[config.mk]
export PLATFORM = sky130hd
export DESIGN_NAME = minu_oracle
export DESIGN_NICKNAME = d
export VERILOG_FILES = /design/src/rtl/minu_pkg.sv /design/src/rtl/minu_store.sv /design/src/rtl/minu_agree.sv /design/src/rtl/minu_seq.sv /design/src/rtl/minu_oracle.sv
export SDC_FILE = /design/constraint.sdc
export NUM_CORES = 1
export LEC_CHECK = 0
export BUFFER_PORTS_ARGS = -buffer_cell sky130_fd_sc_hd__clkbuf_2
export CORE_UTILIZATION = 60
export DETAILED_ROUTE_END_ITERATION = 7
export PLACE_DENSITY = 0.88
export SLEW_MARGIN = 10
export SYNTH_ARGS = -nofsm -noshare
export SYNTH_HDL_FRONTEND = slang
export SYNTH_SLANG_ARGS = --single-unit
[constraint.sdc]
create_clock -name clk -period 20.6 [get_ports clk]
set_input_delay 1.03 -clock clk [delete_from_list [all_inputs] [get_ports clk]]
set_output_delay 1.03 -clock clk [all_outputs]
set_load 0.005 [all_outputs]
[src/rtl/minu_pkg.sv]
package minu_pkg;
  parameter int XY_W = 8;
  parameter int ANG_W = 9;
  localparam int ANG_FULL = 360;
  localparam int ANG_HALF = 180;

  typedef struct packed {
    logic [XY_W-1:0]  x;
    logic [XY_W-1:0]  y;
    logic [ANG_W-1:0] ang;
  } minutia_t;

  typedef enum logic [1:0] {
    OP_INIT  = 2'd0,
    OP_CMP   = 2'd1,
    OP_QUERY = 2'd2,
    OP_NONE  = 2'd3
  } op_e;
endpackage

[src/rtl/minu_store.sv]
// Template slot storage: write-only from outside, one internal read port.
module minu_store
  import minu_pkg::*;
#(
  parameter int SLOTS = 32,
  localparam int IDX_W = $clog2(SLOTS)
) (
  input  logic             clk,
  input  logic             rst_n,
  input  logic             enroll,
  input  logic             wr_en,
  input  logic [IDX_W-1:0] wr_idx,
  input  minutia_t         wr_data,
  input  logic [IDX_W-1:0] rd_idx,
  output minutia_t         rd_data,
  output logic             rd_valid
);
  minutia_t   mem [SLOTS];
  logic [SLOTS-1:0] vld;

  for (genvar s = 0; s < SLOTS; s++) begin : g_slot
    logic sel;
    assign sel = enroll && wr_en && (wr_idx == IDX_W'(s));

    always_ff @(posedge clk) begin
      if (!rst_n)   vld[s] <= 1'b0;
      else if (sel) vld[s] <= 1'b1;
    end

    always_ff @(posedge clk) begin
      if (sel) mem[s] <= wr_data;
    end
  end

  assign rd_data  = mem[rd_idx];
  assign rd_valid = vld[rd_idx];
endmodule

[src/rtl/minu_agree.sv]
// Combinational agreement test between a candidate and one stored point.
module minu_agree
  import minu_pkg::*;
(
  input  minutia_t         cand,
  input  minutia_t         slot,
  input  logic [XY_W-1:0]  tol_xy,
  input  logic [ANG_W-1:0] tol_ang,
  output logic             hit
);
  logic [XY_W-1:0]  dx, dy;
  logic [ANG_W-1:0] da_raw, da;

  always_comb begin
    dx     = (cand.x >= slot.x) ? cand.x - slot.x : slot.x - cand.x;
    dy     = (cand.y >= slot.y) ? cand.y - slot.y : slot.y - cand.y;
    da_raw = (cand.ang >= slot.ang) ? cand.ang - slot.ang : slot.ang - cand.ang;
    // shorter way round the circle
    da     = (da_raw > ANG_W'(ANG_HALF)) ? ANG_W'(ANG_FULL) - da_raw : da_raw;
    hit    = (dx <= tol_xy) && (dy <= tol_xy) && (da <= tol_ang);
  end
endmodule

[src/rtl/minu_seq.sv]
// Command sequencer: slot walk, saturating hit counter, threshold decision.
module minu_seq
  import minu_pkg::*;
#(
  parameter int SLOTS   = 32,
  parameter int CNT_W   = 6,
  parameter int MATCH_N = 12,
  localparam int IDX_W  = $clog2(SLOTS)
) (
  input  logic             clk,
  input  logic             rst_n,
  input  logic             cmd_valid,
  input  logic [1:0]       cmd_op,
  input  minutia_t         cmd_min,
  input  logic             slot_hit,
  output logic             cmd_ready,
  output logic             busy,
  output logic [IDX_W-1:0] slot_idx,
  output minutia_t         probe,
  output logic [CNT_W-1:0] cnt,
  output logic             res_valid,
  output logic             res_accept
);
  localparam logic [CNT_W-1:0] CNT_MAX = '1;
  localparam logic [IDX_W-1:0] IDX_LAST = IDX_W'(SLOTS - 1);

  logic take;
  assign cmd_ready = !busy;
  assign take      = cmd_valid && cmd_ready;

  always_ff @(posedge clk) begin
    if (!rst_n) begin
      busy       <= 1'b0;
      slot_idx   <= '0;
      probe      <= '0;
      cnt        <= '0;
      res_valid  <= 1'b0;
      res_accept <= 1'b0;
    end else begin
      res_valid <= 1'b0;
      if (busy) begin
        if (slot_hit && cnt != CNT_MAX) cnt <= cnt + CNT_W'(1);
        if (slot_idx == IDX_LAST) begin
          busy     <= 1'b0;
          slot_idx <= '0;
        end else begin
          slot_idx <= slot_idx + IDX_W'(1);
        end
      end else if (take) begin
        case (op_e'(cmd_op))
          OP_INIT:  cnt <= '0;
          OP_CMP: begin
            probe    <= cmd_min;
            slot_idx <= '0;
            busy     <= 1'b1;
          end
          OP_QUERY: begin
            res_valid  <= 1'b1;
            res_accept <= (cnt > CNT_W'(MATCH_N));
          end
          default: ;
        endcase
      end
    end
  end
endmodule

[src/rtl/minu_oracle.sv]
module minu_oracle
  import minu_pkg::*;
#(
  parameter int SLOTS   = 32,
  parameter int CNT_W   = 6,
  parameter int MATCH_N = 12,
  parameter int KEY_W   = 32,
  parameter logic [KEY_W-1:0] BOGUS_KEY = 32'h5A3C_96E1
) (
  input  logic                     clk,
  input  logic                     rst_n,
  input  logic                     cmd_valid,
  output logic                     cmd_ready,
  input  logic [1:0]               cmd_op,
  input  logic [XY_W-1:0]          cmd_x,
  input  logic [XY_W-1:0]          cmd_y,
  input  logic [ANG_W-1:0]         cmd_ang,
  output logic                     busy,
  output logic                     res_valid,
  output logic                     res_accept,
  input  logic [XY_W-1:0]          tol_xy,
  input  logic [ANG_W-1:0]         tol_ang,
  input  logic                     enroll,
  input  logic                     tmpl_we,
  input  logic [$clog2(SLOTS)-1:0] tmpl_idx,
  input  logic [XY_W-1:0]          tmpl_x,
  input  logic [XY_W-1:0]          tmpl_y,
  input  logic [ANG_W-1:0]         tmpl_ang,
  input  logic                     mkey_we,
  input  logic [KEY_W-1:0]         mkey_data,
  output logic                     key_load,
  output logic [KEY_W-1:0]         key_out
);
  localparam int IDX_W = $clog2(SLOTS);

  minutia_t         cmd_min, wr_min, probe, slot_rd;
  logic             slot_vld, agree_hit, slot_hit;
  logic [IDX_W-1:0] slot_idx;
  logic [CNT_W-1:0] hit_cnt;
  logic [KEY_W-1:0] mkey_q;

  assign cmd_min = '{x: cmd_x, y: cmd_y, ang: cmd_ang};
  assign wr_min  = '{x: tmpl_x, y: tmpl_y, ang: tmpl_ang};

  minu_store #(.SLOTS(SLOTS)) u_store (
    .clk(clk), .rst_n(rst_n), .enroll(enroll), .wr_en(tmpl_we),
    .wr_idx(tmpl_idx), .wr_data(wr_min), .rd_idx(slot_idx),
    .rd_data(slot_rd), .rd_valid(slot_vld)
  );

  minu_agree u_agree (
    .cand(probe), .slot(slot_rd), .tol_xy(tol_xy), .tol_ang(tol_ang),
    .hit(agree_hit)
  );

  assign slot_hit = agree_hit && slot_vld;

  minu_seq #(.SLOTS(SLOTS), .CNT_W(CNT_W), .MATCH_N(MATCH_N)) u_seq (
    .clk(clk), .rst_n(rst_n), .cmd_valid(cmd_valid), .cmd_op(cmd_op),
    .cmd_min(cmd_min), .slot_hit(slot_hit), .cmd_ready(cmd_ready),
    .busy(busy), .slot_idx(slot_idx), .probe(probe), .cnt(hit_cnt),
    .res_valid(res_valid), .res_accept(res_accept)
  );

  // master key: enrollment-only write, no read path
  always_ff @(posedge clk) begin
    if (!rst_n)                 mkey_q <= '0;
    else if (enroll && mkey_we) mkey_q <= mkey_data;
  end

  // key selection follows the decision by one cycle
  always_ff @(posedge clk) begin
    if (!rst_n) begin
      key_out  <= BOGUS_KEY;
      key_load <= 1'b0;
    end else begin
      key_load <= res_valid;
      if (res_valid) key_out <= res_accept ? mkey_q : BOGUS_KEY;
    end
  end
endmodule

# [Word level (Yosys, flattened, before mapping)]
# Memory sizes are Yosys's and may differ from the RTL's. A register that Yosys moved wholly into a read port is not among the register bits.
# Cells that the tools add are included.
[totals] reg_bits=136 latch_bits=0 ram_bits=800 rom_bits=0 input_bits=112 output_inout_bits=37 mem_count=1
[mem_list] memory="u_store.mem" words=32 width=25 read_ports=1 rd_ports_with_merged_regs=1 write_ports=1 line_no="minu_store.sv:18" text="minutia_t mem [SLOTS];"
[op_classes] n_addsub=9 n_mul=0 div=0 order_cmp=9 eq_ne=36 n_shift=0 n_mux=179 n_bitwise=3 n_reduce_logical=81
[op_table] op="$mux 25" n=31
[op_table] op="$reduce_or 25->1" n=31
[op_table] op="$mux 5" n=37
[op_table] op="$mux 1" n=101
[op_table] op="$eq 5x5->1 const B" n=17
[op_table] op="$eq 5x4->1 const B" n=8
[op_table] op="$logic_and 1x1->1" n=39
[op_table] op="$mux 32" n=1
[op_table] op="$sub 8x8->8" n=4
[op_table] op="$mux 6" n=4
[op_table] op="$eq 5x3->1 const B" n=4
[op_table] op="$mux 9" n=2
[op_table] op="$sub 9x9->9" n=2
[op_table] op="$ge 8x8->1" n=2
[op_table] op="$le 8x8->1" n=2
[op_table] op="$mux 8" n=2
[op_table] op="$eq 5x2->1 const B" n=2
[op_table] op="$ge 9x9->1" n=1
[op_table] op="$gt 9x8->1 const B" n=1
[op_table] op="$le 9x9->1" n=1
[op_table] op="$reduce_and 3->1" n=3
[op_table] op="$sub 9x9->9 const A" n=1
[op_table] op="$add 6x1->6 const B" n=1
[op_table] op="$gt 6x4->1 const B" n=1
[op_table] op="other kinds (15)" n=19

# [Longest topological paths before layout]
[depth] ltp_word=36 depth_mapped=27 mapped_depth_nobuf=24

# [Hierarchy]
# A second synthesis with hierarchy kept.
[hier_totals] hier_cells=2734 hier_area_um2=39511.6
[by_module_without_submodules] module="minu_store" n_inst=1 cells_per_inst=1866 area_each_um2=32461.1 seq_area_each_um2=24663.7
[by_module_without_submodules] module="minu_agree" n_inst=1 cells_per_inst=396 area_each_um2=2971.6 seq_area_each_um2=0.0
[by_module_without_submodules] module="minu_oracle" n_inst=1 cells_per_inst=278 area_each_um2=2497.4 seq_area_each_um2=1301.2
[by_module_without_submodules] module="minu_seq" n_inst=1 cells_per_inst=194 area_each_um2=1581.5 seq_area_each_um2=780.7

# [Worst setup path before layout]
# Ideal clock, no wire load.
[synth_timing] path_type="register to register" startpoint="register with a tool-made name" endpoint="register u_seq.cnt[5]" arrival_ns=6.479 required_time_ns=20.529 setup_slack_ns=14.050 stages_incl_launch_ff=27 path_buffers=2 path_cell_list="dfxtp_1 > clkbuf_1 > buf_2 > mux4_2 > mux4_2 > mux2i_1 > inv_1 > ha_1 > nor2b_1 > o2111ai_2 > a31oi_4 > nor2_2 > mux2i_1 > ha_1 > a211o_1 > a311oi_2 > o311ai_1 > xor2_1 > ha_1 > a21o_1 > a21o_1 > a21oi_1 > o211ai_1 > a211oi_2 > nand3_2 > or4_1 > a21oi_1"
[synth_lines] element="end signal, assigned" line_no="minu_seq.sv:42" text="if (slot_hit && cnt != CNT_MAX) cnt <= cnt + CNT_W'(1);"
[synth_lines] element="end, declared" line_no="minu_seq.sv:20" text="output logic [CNT_W-1:0] cnt,"

==> flow_metrics.tcl <==
set metrics [dict create \
    place_hpwl_um 59000 \
    worstHoldPathCells 2 \
    leakage_nw 14.2 \
    detail_route.vias_per_cell 6.96 \
    cts_hold_buffers 0 \
    cts_sinks 941 \
    worst_ep_required_time_ns 21.18 \
    most_numerous_cell_in_the_yosys_netlist "edfxtp_1" \
    tightest_slew_ns 1.24 \
    netSwitchingFraction_pct 22.6 \
    post_synth_edffs 800 \
    intPower_mw 3.07 \
    io_pins 149 \
    finalWeightedCongestion 0.887 \
    instances_no_fill 3253 \
    synth.cell_area_mm2 0.0388 \
    power_switching_mw 0.894 \
    power_mw 3.96 \
    gr-max-usage-layer "met2" \
    cp_slowest_cell "buf_4" \
    synth_top_cells_by_area "edfxtp_1, mux4_2, dfxtp_1" \
    grt_util_met1_pct 42.5 \
    reg2regPathDepth 26 \
    grt_util_met3_pct 7.99 \
    skew_ns 0.0342 \
    maxSlewHeadroom_pct 17.3 \
    via_count 22700 \
    antenna_found_initial 5 \
    cpPeakStageDelay_ns 0.92 \
    synth_top_area_cell "edfxtp_1" \
    setup.worst_path.start_class "register" \
    drt-wirelength-per-cell_um 34.0 \
    dpl.cell_count 3081 \
    finalCriticalPeriod_ns 8.97 \
    post_cts_resize_count 0 \
    die_height_um 256 \
    track_usage_pct 34.1 \
    setup_tns_ns 0 \
    clk_latency_ns 0.65 \
    whs_endpoint "mkey_q[7]" \
    cts-root-to-sink-buffers 3 \
    wl_um 111000 \
    fmax_ghz 0.112 \
    rows 92 \
    drv_slew 0 \
    cts_tree "done" \
    cts_made_buffers 92 \
    area_growth_syn_to_layout_pct 12.5 \
    maximum_net_fanout_on_the_critical_path 76 \
    area_share_of_the_largest_cell_type_after_synthesis_pct 61.9 \
    number_of_failing_setup_endpoints_in_the_final_timing_report 0 \
    proportion_of_synthesized_chip_area_in_sequential_cells_pct 69.1 \
    count_of_fill_cells_added_during_filler_insertion 3725 \
    ctsHtreeMaxLevel 3 \
    r2r_end "u_seq.cnt[5]" \
    grt_util_met2_pct 55.2 \
    synth_cell_types 74 \
    syn-num-nets 2348 \
    power.share.sequential_pct 52.8 \
    die_area_mm2 0.0658 \
    share_comb_of_total_power_pct 5.5 \
    rsz0062_at_grt "false" \
    post_synthesis_instance_total 2152 \
    cellPowerDensity_mw_per_mm2 90.6 \
    first_pass_grt_wire_length_um 159000 \
    critPathMostFrequentCell "ha_1" \
    drtAntennaViolNets 0 \
    postSynth.asyncResetShare_pct 0 \
    grt.overflow.total 0 \
    hold_class "reg -> reg" \
    hold_ws_ns 0.463 \
    worst-r2r-setup-slack_ns 11.63 \
    final.period_utilization_pct 43.5 \
    p_clk_share_pct 41.7 \
    ctsRootBufferMaster "clkbuf_16" \
    dieWidth_um 256 \
    drt-pass1-iter-count 8 \
    design.core.area_mm2 0.0635 \
    drcViolationCount 0 \
    arrival_ns 9.55 \
    postCtsSetupRepairBufs 0 \
    port_buffers 148 \
    hold_violations 0 \
    yosys_warnings 0 \
    timing.setup.critical_path_class "reg -> reg" \
    via_count_of_the_first_global_routing_pass 22800 \
    fin_nets 2525 \
    synthTopCellsByCount "edfxtp_1, mux4_2, nand2_1, dfxtp_1, inv_1" \
    clkTransAtPathRegs_ns 0.06 \
    initial_core_util_pct 61.1 \
    status "finished, final reports clean" \
    yosys_most_used_dff "edfxtp_1" \
    post_route_cells_drive_above_1_share_pct 26.7 \
    timing.hold.worst.start "mkey_q[7]" \
    critical_path_end_type "register" \
    grt_max_degree 132 \
    yosys_register_bits 941 \
    peakVddDrop_v 0.0000724 \
    average_footprint_of_a_synthesized_cell_um2 18.0 \
    cap_violations 0 \
    drt_iter0_drc 3589 \
]
## power groups by stage
| stage | registers (mW) | clock network (mW) | logic, mW |
|---|---|---|---|
| after global placement | 2.13 | 0 | 0.201 |
| final | 2.09 | 1.65 | 0.219 |
| after floorplan | 2.13 | 0 | 0.141 |
| after global routing | 2.09 | 1.73 | 0.235 |
| after CTS | 2.09 | 1.66 | 0.217 |
| after detailed placement | 2.13 | 0 | 0.212 |
## routing by layer
metal / share of wire (%) / vias up
met5: 0.042 / -
met4: 6.3 / 6
met3: 12 / 425
met2: 49 / 1942
met1: 33 / 11400
li1: - / 8903
## cell usage in the layout (no fill, tap or decap), drive strengths merged, types with 6 or more instances in the layout
| cell | count |
|---|---|
| nand3 | 33 |
| or3 | 8 |
| and2 | 8 |
| xor2 | 6 |
| clkbuf | 257 |
| a211o | 6 |
| nand2b | 27 |
| ha | 78 |
| o21a | 38 |
| and3 | 8 |
| o21ai | 31 |
| nor2 | 47 |
| nor2b | 14 |
| inv | 83 |
| nand4 | 6 |
| a21o | 18 |
| nand2 | 160 |
| a211oi | 7 |
| a21boi | 78 |
| buf | 47 |
| fa | 6 |
| dfxtp | 141 |
| clkinv | 46 |
| nand3b | 17 |
| edfxtp | 800 |
| mux4 | 260 |
| nor3 | 9 |
| xnor2 | 13 |
| o211ai | 7 |
| a21oi | 35 |
| a221oi | 7 |
| mux2i | 43 |
| clkinvlp | 8 |
## per-stage QoR
step | area (um^2) | setup slack (ns) | utilization [%]
2_1_floorplan | 38800 | 14.05 | -
3_3_place_gp | 40800 | 12.00 | 64.1
3_5_place_dp | 40800 | 11.85 | 64.1
4_1_cts | 43700 | 11.72 | 68.7
5_1_grt | 43700 | 11.26 | 68.8
6_report | 43700 | 11.63 | 68.8
## area by class of cell
type                            count  area [um^2]  share of cell area (%)
Clock inverter                     60          517                    1.18
Clock buffer                      110         2410                    5.52
Sequential cell                   941        26900                    61.5
Timing Repair Buffer              194         1090                    2.49
Multi-Input combinational cell   1019        11400                    26.2
Tap cell                          846         1060                    2.42
Inverter                           81          304                   0.696
Antenna cell                        2         5.00                  0.0115
## flip-flops by register name (all words and copies together) (netlist names), named ones only
signal and flops:
key_load 1, key_out 32, mkey_q 32, u_seq.busy 1, u_seq.cnt 6, u_seq.probe 25, u_seq.res_accept 1, u_seq.res_valid 1
u_seq.slot_idx 5, u_store.mem 800, u_store.vld 32
## worst max path at each step
stage | from | end | slack, ns
after CTS | register | u_seq.cnt[5] | 11.72
after floorplan | register | u_seq.cnt[5] | 14.05
after global placement | register | u_seq.cnt[5] | 12.00
after detailed placement | register | u_seq.cnt[5] | 11.85
after global routing | register | u_seq.cnt[5] | 11.26
final | register | u_seq.cnt[5] | 11.63
## worst max-delay path: cells and delay by family (launching register included)
kind	cells	cell delay (ns)
AO/OA/AOI/OAI	11	2.44
buffers and inverters	3	1.75
multiplexers	4	1.64
AND/OR/NAND/NOR	4	1.03
adder cells (fa/ha/maj)	3	0.94
flip-flops	1	0.76
XOR/XNOR	1	0.17
## kinds of logic after synthesis
logic type / count (synthesis) / share of synthesized area (%)
flip-flops: 941 / 69.1
AND/OR/NAND/NOR: 340 / 4.12
multiplexers: 307 / 16.4
AO/OA/AOI/OAI: 269 / 5.14
buffers and inverters: 192 / 1.98
adder cells (fa/ha/maj): 84 / 2.82
XOR/XNOR: 19 / 0.428
(Power assumes the default switching activity.)
